<file path="config.mk">
export PLATFORM = sky130hd
export DESIGN_NAME = lfsr_clkdiv
export DESIGN_NICKNAME = d
export VERILOG_FILES = /design/src/rtl/clkdiv_pkg.sv /design/src/rtl/lfsr_reload_div.sv /design/src/rtl/post_cfg_seq.sv /design/src/rtl/post_div_stage.sv /design/src/rtl/lfsr_clkdiv.sv
export SDC_FILE = /design/constraint.sdc
export NUM_CORES = 1
export LEC_CHECK = 0
export BUFFER_PORTS_ARGS = -buffer_cell sky130_fd_sc_hd__buf_2
export CORE_ASPECT_RATIO = 1.25
export CORE_UTILIZATION = 60
export CTS_BUF_LIST = sky130_fd_sc_hd__clkbuf_2
export CTS_CLUSTER_DIAMETER = 40
export DETAILED_ROUTE_END_ITERATION = 10
export PLACE_DENSITY = 0.82
export SLEW_MARGIN = 10
export SYNTH_ARGS = -nofsm -noshare
export SYNTH_HDL_FRONTEND = slang
export SYNTH_HIERARCHICAL = 1
export SYNTH_SLANG_ARGS = --single-unit
export TNS_END_PERCENT = 50
</file>
<file path="constraint.sdc">
create_clock -name clk_i -period 2.3 [get_ports clk_i]
set_input_delay 0.115 -clock clk_i [delete_from_list [all_inputs] [get_ports clk_i]]
set_output_delay 0.115 -clock clk_i [all_outputs]
set_load 0.005 [all_outputs]
</file>
<file path="src/rtl/clkdiv_pkg.sv">
package clkdiv_pkg;
  localparam int unsigned POST_FW     = 3;
  localparam int unsigned POST_STAGES = 2;
  localparam int unsigned POST_CW     = POST_FW * POST_STAGES;

  typedef enum logic {SEQ_IDLE, SEQ_BRIDGE} seq_state_e;

  // lowest bit of every stage field
  function automatic logic [POST_CW-1:0] bridge_mask();
    logic [POST_CW-1:0] m;
    m = '0;
    for (int s = 0; s < POST_STAGES; s++) m[s*POST_FW] = 1'b1;
    return m;
  endfunction
endpackage

</file>
<file path="src/rtl/lfsr_reload_div.sv">
module lfsr_reload_div #(
  parameter int unsigned    W        = 6,
  parameter logic [W-1:0]   TAPS     = 6'h30,
  parameter logic [W-1:0]   TERM     = 6'h3f,
  parameter logic [W-1:0]   RST_CODE = 6'h3f
) (
  input  logic         clk_i,
  input  logic         rst_ni,
  input  logic         we_i,
  input  logic [W-1:0] code_i,
  output logic         div_o
);
  logic [W-1:0] reload_q, lfsr_q, lfsr_step;
  logic         div_q, at_term;

  assign at_term = (lfsr_q == TERM);
  // all-zero jumps straight into the terminal state
  assign lfsr_step = (lfsr_q == '0) ? TERM : {lfsr_q[W-2:0], ~^(lfsr_q & TAPS)};

  always_ff @(posedge clk_i or negedge rst_ni) begin
    if (!rst_ni) begin
      reload_q <= RST_CODE;
      lfsr_q   <= RST_CODE;
      div_q    <= 1'b0;
    end else begin
      if (we_i) reload_q <= code_i;
      if (at_term) begin
        lfsr_q <= reload_q;
        div_q  <= ~div_q;
      end else begin
        lfsr_q <= lfsr_step;
      end
    end
  end

  assign div_o = div_q;


  toggle_at_term_chk: assert property (@(posedge clk_i) disable iff (!rst_ni)
    (div_q != $past(div_q)) |-> $past(at_term));

  reload_take_chk: assert property (@(posedge clk_i) disable iff (!rst_ni)
    $past(at_term) |-> (lfsr_q == $past(reload_q)));
endmodule

</file>
<file path="src/rtl/post_cfg_seq.sv">
module post_cfg_seq
  import clkdiv_pkg::*;
#(
  parameter int unsigned          SETTLE   = 125,
  parameter logic [POST_CW-1:0]   RST_CODE = '1
) (
  input  logic               clk_i,
  input  logic               rst_ni,
  input  logic               we_i,
  input  logic [POST_CW-1:0] code_i,
  output logic [POST_CW-1:0] cfg_o,
  output logic               upd_o
);
  localparam int unsigned CNT_W = (SETTLE > 1) ? $clog2(SETTLE) : 1;
  localparam logic [POST_CW-1:0] MASK = bridge_mask();

  seq_state_e         state_q;
  logic [POST_CW-1:0] cfg_q, hold_q;
  logic [CNT_W-1:0]   cnt_q;
  logic               upd_q, code_ok, need_bridge;

  // second stage ratio must not exceed the first: its field is not smaller
  assign code_ok = code_i[POST_FW +: POST_FW] >= code_i[0 +: POST_FW];

  always_comb begin
    need_bridge = 1'b0;
    for (int s = 0; s < POST_STAGES; s++)
      if (code_i[s*POST_FW +: POST_FW] == '0) need_bridge = 1'b1;
  end

  always_ff @(posedge clk_i or negedge rst_ni) begin
    if (!rst_ni) begin
      state_q <= SEQ_IDLE;
      cfg_q   <= RST_CODE;
      hold_q  <= RST_CODE;
      cnt_q   <= '0;
      upd_q   <= 1'b0;
    end else begin
      upd_q <= 1'b0;
      case (state_q)
        SEQ_IDLE: begin
          if (we_i && code_ok) begin
            upd_q <= 1'b1;
            if (need_bridge) begin
              cfg_q   <= code_i | MASK;
              hold_q  <= code_i;
              cnt_q   <= CNT_W'(SETTLE - 1);
              state_q <= SEQ_BRIDGE;
            end else begin
              cfg_q <= code_i;
            end
          end
        end
        SEQ_BRIDGE: begin
          if (cnt_q == '0) begin
            cfg_q   <= hold_q;
            upd_q   <= 1'b1;
            state_q <= SEQ_IDLE;
          end else begin
            cnt_q <= cnt_q - 1'b1;
          end
        end
        default: state_q <= SEQ_IDLE;
      endcase
    end
  end

  assign cfg_o = cfg_q;
  assign upd_o = upd_q;


  bridge_code_chk: assert property (@(posedge clk_i) disable iff (!rst_ni)
    (state_q == SEQ_BRIDGE) |-> ((cfg_q & MASK) == MASK));

  stage_order_chk: assert property (@(posedge clk_i) disable iff (!rst_ni)
    cfg_q[POST_FW +: POST_FW] >= cfg_q[0 +: POST_FW]);

  bridge_hold_chk: assert property (@(posedge clk_i) disable iff (!rst_ni)
    ($past(state_q == SEQ_BRIDGE) && state_q == SEQ_BRIDGE) |-> $stable(cfg_q));
endmodule

</file>
<file path="src/rtl/post_div_stage.sv">
module post_div_stage #(
  parameter int unsigned FW = 3
) (
  input  logic          clk_i,
  input  logic          rst_ni,
  input  logic          clr_i,
  input  logic          tick_i,
  input  logic [FW-1:0] field_i,
  output logic          tick_o
);
  logic [FW-1:0] cnt_q, lim;

  // ratio is 2**FW - field, so the last count is ~field
  assign lim    = ~field_i;
  assign tick_o = tick_i & ~clr_i & (cnt_q == lim);

  always_ff @(posedge clk_i or negedge rst_ni) begin
    if (!rst_ni)      cnt_q <= '0;
    else if (clr_i)   cnt_q <= '0;
    else if (tick_i)  cnt_q <= (cnt_q == lim) ? '0 : cnt_q + 1'b1;
  end


  cnt_range_chk: assert property (@(posedge clk_i) disable iff (!rst_ni)
    !clr_i |-> (cnt_q <= lim));
endmodule

</file>
<file path="src/rtl/lfsr_clkdiv.sv">
module lfsr_clkdiv
  import clkdiv_pkg::*;
#(
  parameter int unsigned        REF_W      = 6,
  parameter int unsigned        FB_W       = 8,
  parameter logic [REF_W-1:0]   REF_TAPS   = 6'h30,
  parameter logic [REF_W-1:0]   REF_TERM   = 6'h3f,
  parameter logic [REF_W-1:0]   REF_RST    = 6'h3f,
  parameter logic [FB_W-1:0]    FB_TAPS    = 8'h8e,
  parameter logic [FB_W-1:0]    FB_TERM    = 8'h01,
  parameter logic [FB_W-1:0]    FB_RST     = 8'h00,
  parameter int unsigned        SETTLE_CYC = 125
) (
  input  logic               clk_i,
  input  logic               rst_ni,
  input  logic               ref_we_i,
  input  logic [REF_W-1:0]   ref_code_i,
  input  logic               fb_we_i,
  input  logic [FB_W-1:0]    fb_code_i,
  input  logic               post_we_i,
  input  logic [POST_CW-1:0] post_code_i,
  output logic               ref_clk_o,
  output logic               fb_clk_o,
  output logic               post_clk_o,
  output logic [POST_CW-1:0] post_cfg_o
);
  logic [POST_CW-1:0]   cfg;
  logic                 upd;
  logic [POST_STAGES:0] tick;
  logic                 post_q;

  lfsr_reload_div #(.W(REF_W), .TAPS(REF_TAPS), .TERM(REF_TERM), .RST_CODE(REF_RST)) u_ref (
    .clk_i(clk_i), .rst_ni(rst_ni), .we_i(ref_we_i), .code_i(ref_code_i), .div_o(ref_clk_o)
  );

  lfsr_reload_div #(.W(FB_W), .TAPS(FB_TAPS), .TERM(FB_TERM), .RST_CODE(FB_RST)) u_fb (
    .clk_i(clk_i), .rst_ni(rst_ni), .we_i(fb_we_i), .code_i(fb_code_i), .div_o(fb_clk_o)
  );

  post_cfg_seq #(.SETTLE(SETTLE_CYC), .RST_CODE('1)) u_seq (
    .clk_i(clk_i), .rst_ni(rst_ni), .we_i(post_we_i), .code_i(post_code_i),
    .cfg_o(cfg), .upd_o(upd)
  );

  assign tick[0] = 1'b1;

  for (genvar g = 0; g < POST_STAGES; g++) begin : g_stage
    post_div_stage #(.FW(POST_FW)) u_stage (
      .clk_i(clk_i), .rst_ni(rst_ni), .clr_i(upd), .tick_i(tick[g]),
      .field_i(cfg[g*POST_FW +: POST_FW]), .tick_o(tick[g+1])
    );
  end

  always_ff @(posedge clk_i or negedge rst_ni) begin
    if (!rst_ni)                post_q <= 1'b0;
    else if (tick[POST_STAGES]) post_q <= ~post_q;
  end

  assign post_clk_o = post_q;
  assign post_cfg_o = cfg;


  post_toggle_chk: assert property (@(posedge clk_i) disable iff (!rst_ni)
    (post_q != $past(post_q)) |-> $past(tick[POST_STAGES]));
endmodule

</file>
==> impl_metrics.tcl <==
set metrics [dict create \
    synth_warnings 6 \
    yosys_cell_types 47 \
    grt_setup_unrepaired "no" \
    cts_tree "built" \
    clock-sinks 58 \
    post-cts-setup-buffer-count 0 \
    drt-total-wl_um 5050 \
    outcome "finished, final reports clean" \
    drt-pass1-iter-count 4 \
    timing.final.crit_period_ns 1.80 \
    cts_resized 0 \
    hold_fix_buffers_cts 23 \
    place.port_buffers 33 \
    ys_async_sr_fraction_pct 100 \
    worst_reg2reg_path_startpoint "u_seq/cfg_o[2]" \
    routed.top_layer "met4" \
    finalSetupTns_ns 0 \
    cts_htree_levels 3 \
    grt_first_pass_wirelength_um 8740 \
    placement_rows 27 \
    global_route.overflow_total 0 \
    antenna_found_initial 0 \
    synthesis.instances 223 \
    number_of_enable_type_register_cells_in_the_synthesized_netlist 0 \
    remaining_drc_errors 0 \
    gr-usage-all-layers_pct 22.8 \
    synth_ff_type "sky130_fd_sc_hd__dfrtp_1" \
    clk_pin_slew_ns 0.17 \
    diodes 0 \
    synth.net_count 258 \
    grt_max_degree 59 \
    cts-buffers-inserted 9 \
    critPathCaptureType "flip-flop" \
    routedLengthMet1_um 2140 \
    critPathLaunchType "flip-flop" \
    power_per_cell_area_nw_per_um2 841 \
    maxClockFrequency_ghz 0.555 \
    clkLatencyLatePin_ns 0.46 \
    crit-reg2reg-capture "g_stage[1].u_stage/cnt_q[2]" \
    postPlaceCellArea_um2 3070 \
    setup_viol 0 \
    avgRoutedWirePerCell_um 14.5 \
    num-nets-final 320 \
    final_critical_path_share_of_the_clock_period_pct 78.3 \
    arrival_ns 2.17 \
    finalWeightedCongestion 0.777 \
    final_common_cell "sky130_fd_sc_hd__dfrtp_1" \
    vdd.ir_drop.worst_mv 0.491 \
    layout.cells.most_common_list "sky130_fd_sc_hd__dfrtp_1 (34), sky130_fd_sc_hd__buf_2 (33), sky130_fd_sc_hd__dfstp_2 (24)" \
    cap_violations 0 \
    whs_path_cells 2 \
    worst_path_max_fanout 8 \
    synth-seq-area-share_pct 51.6 \
    die_w_um 63.9 \
    r2r_slack_ns 0.50 \
    rr_worst_depth 5 \
    timing.hold.worst_endpoint "u_ref/reload_q[5]" \
    die_area_um2 5060 \
    detailedRoute.firstIterationViolations 69 \
    worst_min_delay_path_startpoint "ref_we_i" \
    drt-vias-per-instance 5.45 \
    crit_type "flip-flop to flip-flop" \
    start_util_pct 63.9 \
    growth_of_design_area_from_synthesis_to_finish_pct 18.6 \
    skew_ns 0.0324 \
    worst-slew-pin-transition_ns 0.700 \
    maxSlewHeadroom_pct 53.4 \
    synth.cell_area_um2 2870 \
    number_of_hold_violations_in_the_final_report 0 \
    clock-root-buffer "sky130_fd_sc_hd__clkbuf_2" \
    timing.critical_path.required_ns 2.67 \
    synth-seq-cells 58 \
    fraction_of_layout_cells_with_a_size_suffix_above_1_pct 39.0 \
    fp.dieH_um 79.3 \
    synth.avg_cell_area_um2 12.9 \
    place.detailed.hpwl_um 3350 \
    placeableCoreArea_um2 4490 \
    hp-class "input port to flip-flop" \
    via_count 1896 \
    slew_viol_final 0 \
    clk_path_buf_depth 2 \
    final_area_um2 3400 \
    vias_in_the_first_global_route 2009 \
    detail-route-antenna-nets 0 \
    wl_met3_um 139 \
    cellLeakagePower_uw 0.00150 \
    ios 34 \
    routed-wl-met2_um 2640 \
]
[kinds of logic (layout without fill, tap and decap cells)]
| group | Yosys count | count (layout) | synth area share [%] |
|---|---|---|---|
| compound gates | 37 | 37 | 11.6 |
| xor+xnor | 18 | 18 | 5.49 |
| fa+ha+maj | 10 | 10 | 4.36 |
| buf+inv | 21 | 88 | 3.62 |
| flops | 58 | 58 | 51.6 |
| mux | 32 | 32 | 13.2 |
| other cells | 1 | 1 | 0.131 |
| simple gates | 46 | 46 | 9.94 |
[routing by layer]
metal | track usage, % | up-vias
met5 | 0 | -
met4 | 14.1 | 0
met3 | 3.59 | 14
met2 | 39.5 | 38
met1 | 26.3 | 924
li1 | - | 920
[worst max path at each step]
| stage | start | end | slack (ns) |
|---|---|---|---|
| floorplan | u_seq/cfg_o[0] | g_stage[1].u_stage/cnt_q[2] | 0.54 |
| global placement | u_seq/cfg_o[0] | g_stage[1].u_stage/cnt_q[2] | 0.57 |
| detailed placement | u_seq/cfg_o[2] | g_stage[1].u_stage/cnt_q[2] | 0.49 |
| CTS | u_seq/cfg_o[2] | g_stage[1].u_stage/cnt_q[2] | 0.49 |
| global route | u_seq/cfg_o[2] | g_stage[1].u_stage/cnt_q[2] | 0.39 |
| finish | u_seq/cfg_o[2] | g_stage[1].u_stage/cnt_q[2] | 0.50 |
[worst max-delay path, cell delays in order, from the launching register on]
cell                      delay (ns)
sky130_fd_sc_hd__dfstp_2        0.57
sky130_fd_sc_hd__xor2_1         0.29
sky130_fd_sc_hd__and4b_2        0.36
sky130_fd_sc_hd__a21oi_1        0.07
sky130_fd_sc_hd__or3_1          0.30
sky130_fd_sc_hd__a31oi_1        0.14
[where the power goes]
part / internal [uW] / switching (uW)
sequential: 1300 / 204
combinational: 418 / 339
clock: 249 / 349
total: 1970 / 892
[state kept, by name, indices dropped and copies added (netlist names)]
name / count
u_seq/upd_o: 1
post_clk_o: 1
u_seq/state_q: 1
u_ref/div_o: 1
u_fb/reload_q: 8
u_ref/reload_q: 6
u_seq/cnt_q: 7
u_ref/lfsr_q: 6
u_seq/hold_q: 6
u_fb/lfsr_q: 8
g_stage.u_stage/cnt_q: 6
u_fb/div_o: 1
u_seq/cfg_o: 6
[Yosys cell counts (2+ instances only)]
cell type,number,area share [%]
sky130_fd_sc_hd__inv_1,14,1.8
sky130_fd_sc_hd__nand2_1,9,1.2
sky130_fd_sc_hd__a21oi_1,2,0.35
sky130_fd_sc_hd__dfstp_2,24,22
sky130_fd_sc_hd__mux2_2,21,8.2
sky130_fd_sc_hd__and4b_2,2,0.78
sky130_fd_sc_hd__xor2_1,5,1.5
sky130_fd_sc_hd__nor2b_1,2,0.44
sky130_fd_sc_hd__a2bb2oi_1,7,2.1
sky130_fd_sc_hd__nor3_1,3,0.52
sky130_fd_sc_hd__a31oi_1,2,0.44
sky130_fd_sc_hd__xnor2_1,13,4.0
sky130_fd_sc_hd__a31o_1,4,1.2
sky130_fd_sc_hd__clkbuf_1,2,0.26
sky130_fd_sc_hd__ha_1,10,4.4
sky130_fd_sc_hd__nand3b_1,2,0.52
sky130_fd_sc_hd__nor2_1,9,1.2
sky130_fd_sc_hd__mux2_4,6,3.1
sky130_fd_sc_hd__o22a_1,4,1.2
sky130_fd_sc_hd__and3_1,4,0.87
sky130_fd_sc_hd__buf_6,3,1.2
sky130_fd_sc_hd__nand4_1,2,0.44
sky130_fd_sc_hd__nor4_2,2,0.87
sky130_fd_sc_hd__mux2i_1,4,1.4
sky130_fd_sc_hd__nand2b_1,4,0.87
sky130_fd_sc_hd__o32a_2,2,0.78
sky130_fd_sc_hd__or3_1,2,0.44
sky130_fd_sc_hd__dfrtp_1,34,30
sky130_fd_sc_hd__a311oi_1,2,0.61
sky130_fd_sc_hd__o21ai_0,6,1.0
[through the flow]
step                total power [uW]  instances  setup slack [ns]  util, %  hold WS [ns]
CTS                             2870        348             0.488     75.7        0.0146
global route                    3030        348             0.388     75.7        0.0320
detailed placement              2250        309             0.493     68.3         0.293
finish                          2860        348             0.499     75.7        0.0166
global placement                2210        309             0.575     68.3         0.294
floorplan                       2060        223             0.535        -        -0.181
[layout make-up]
cell class | instances | area, um^2
clock buffer | 11 | 55.1
clock inverter | 5 | 46.3
fill | 308 | 1090
inverter | 14 | 52.6
multi-input combinational | 144 | 1280
sequential | 58 | 1480
tap | 58 | 72.6
timing repair buffer | 58 | 410
No activity file was read; power rests on OpenSTA's default activity.
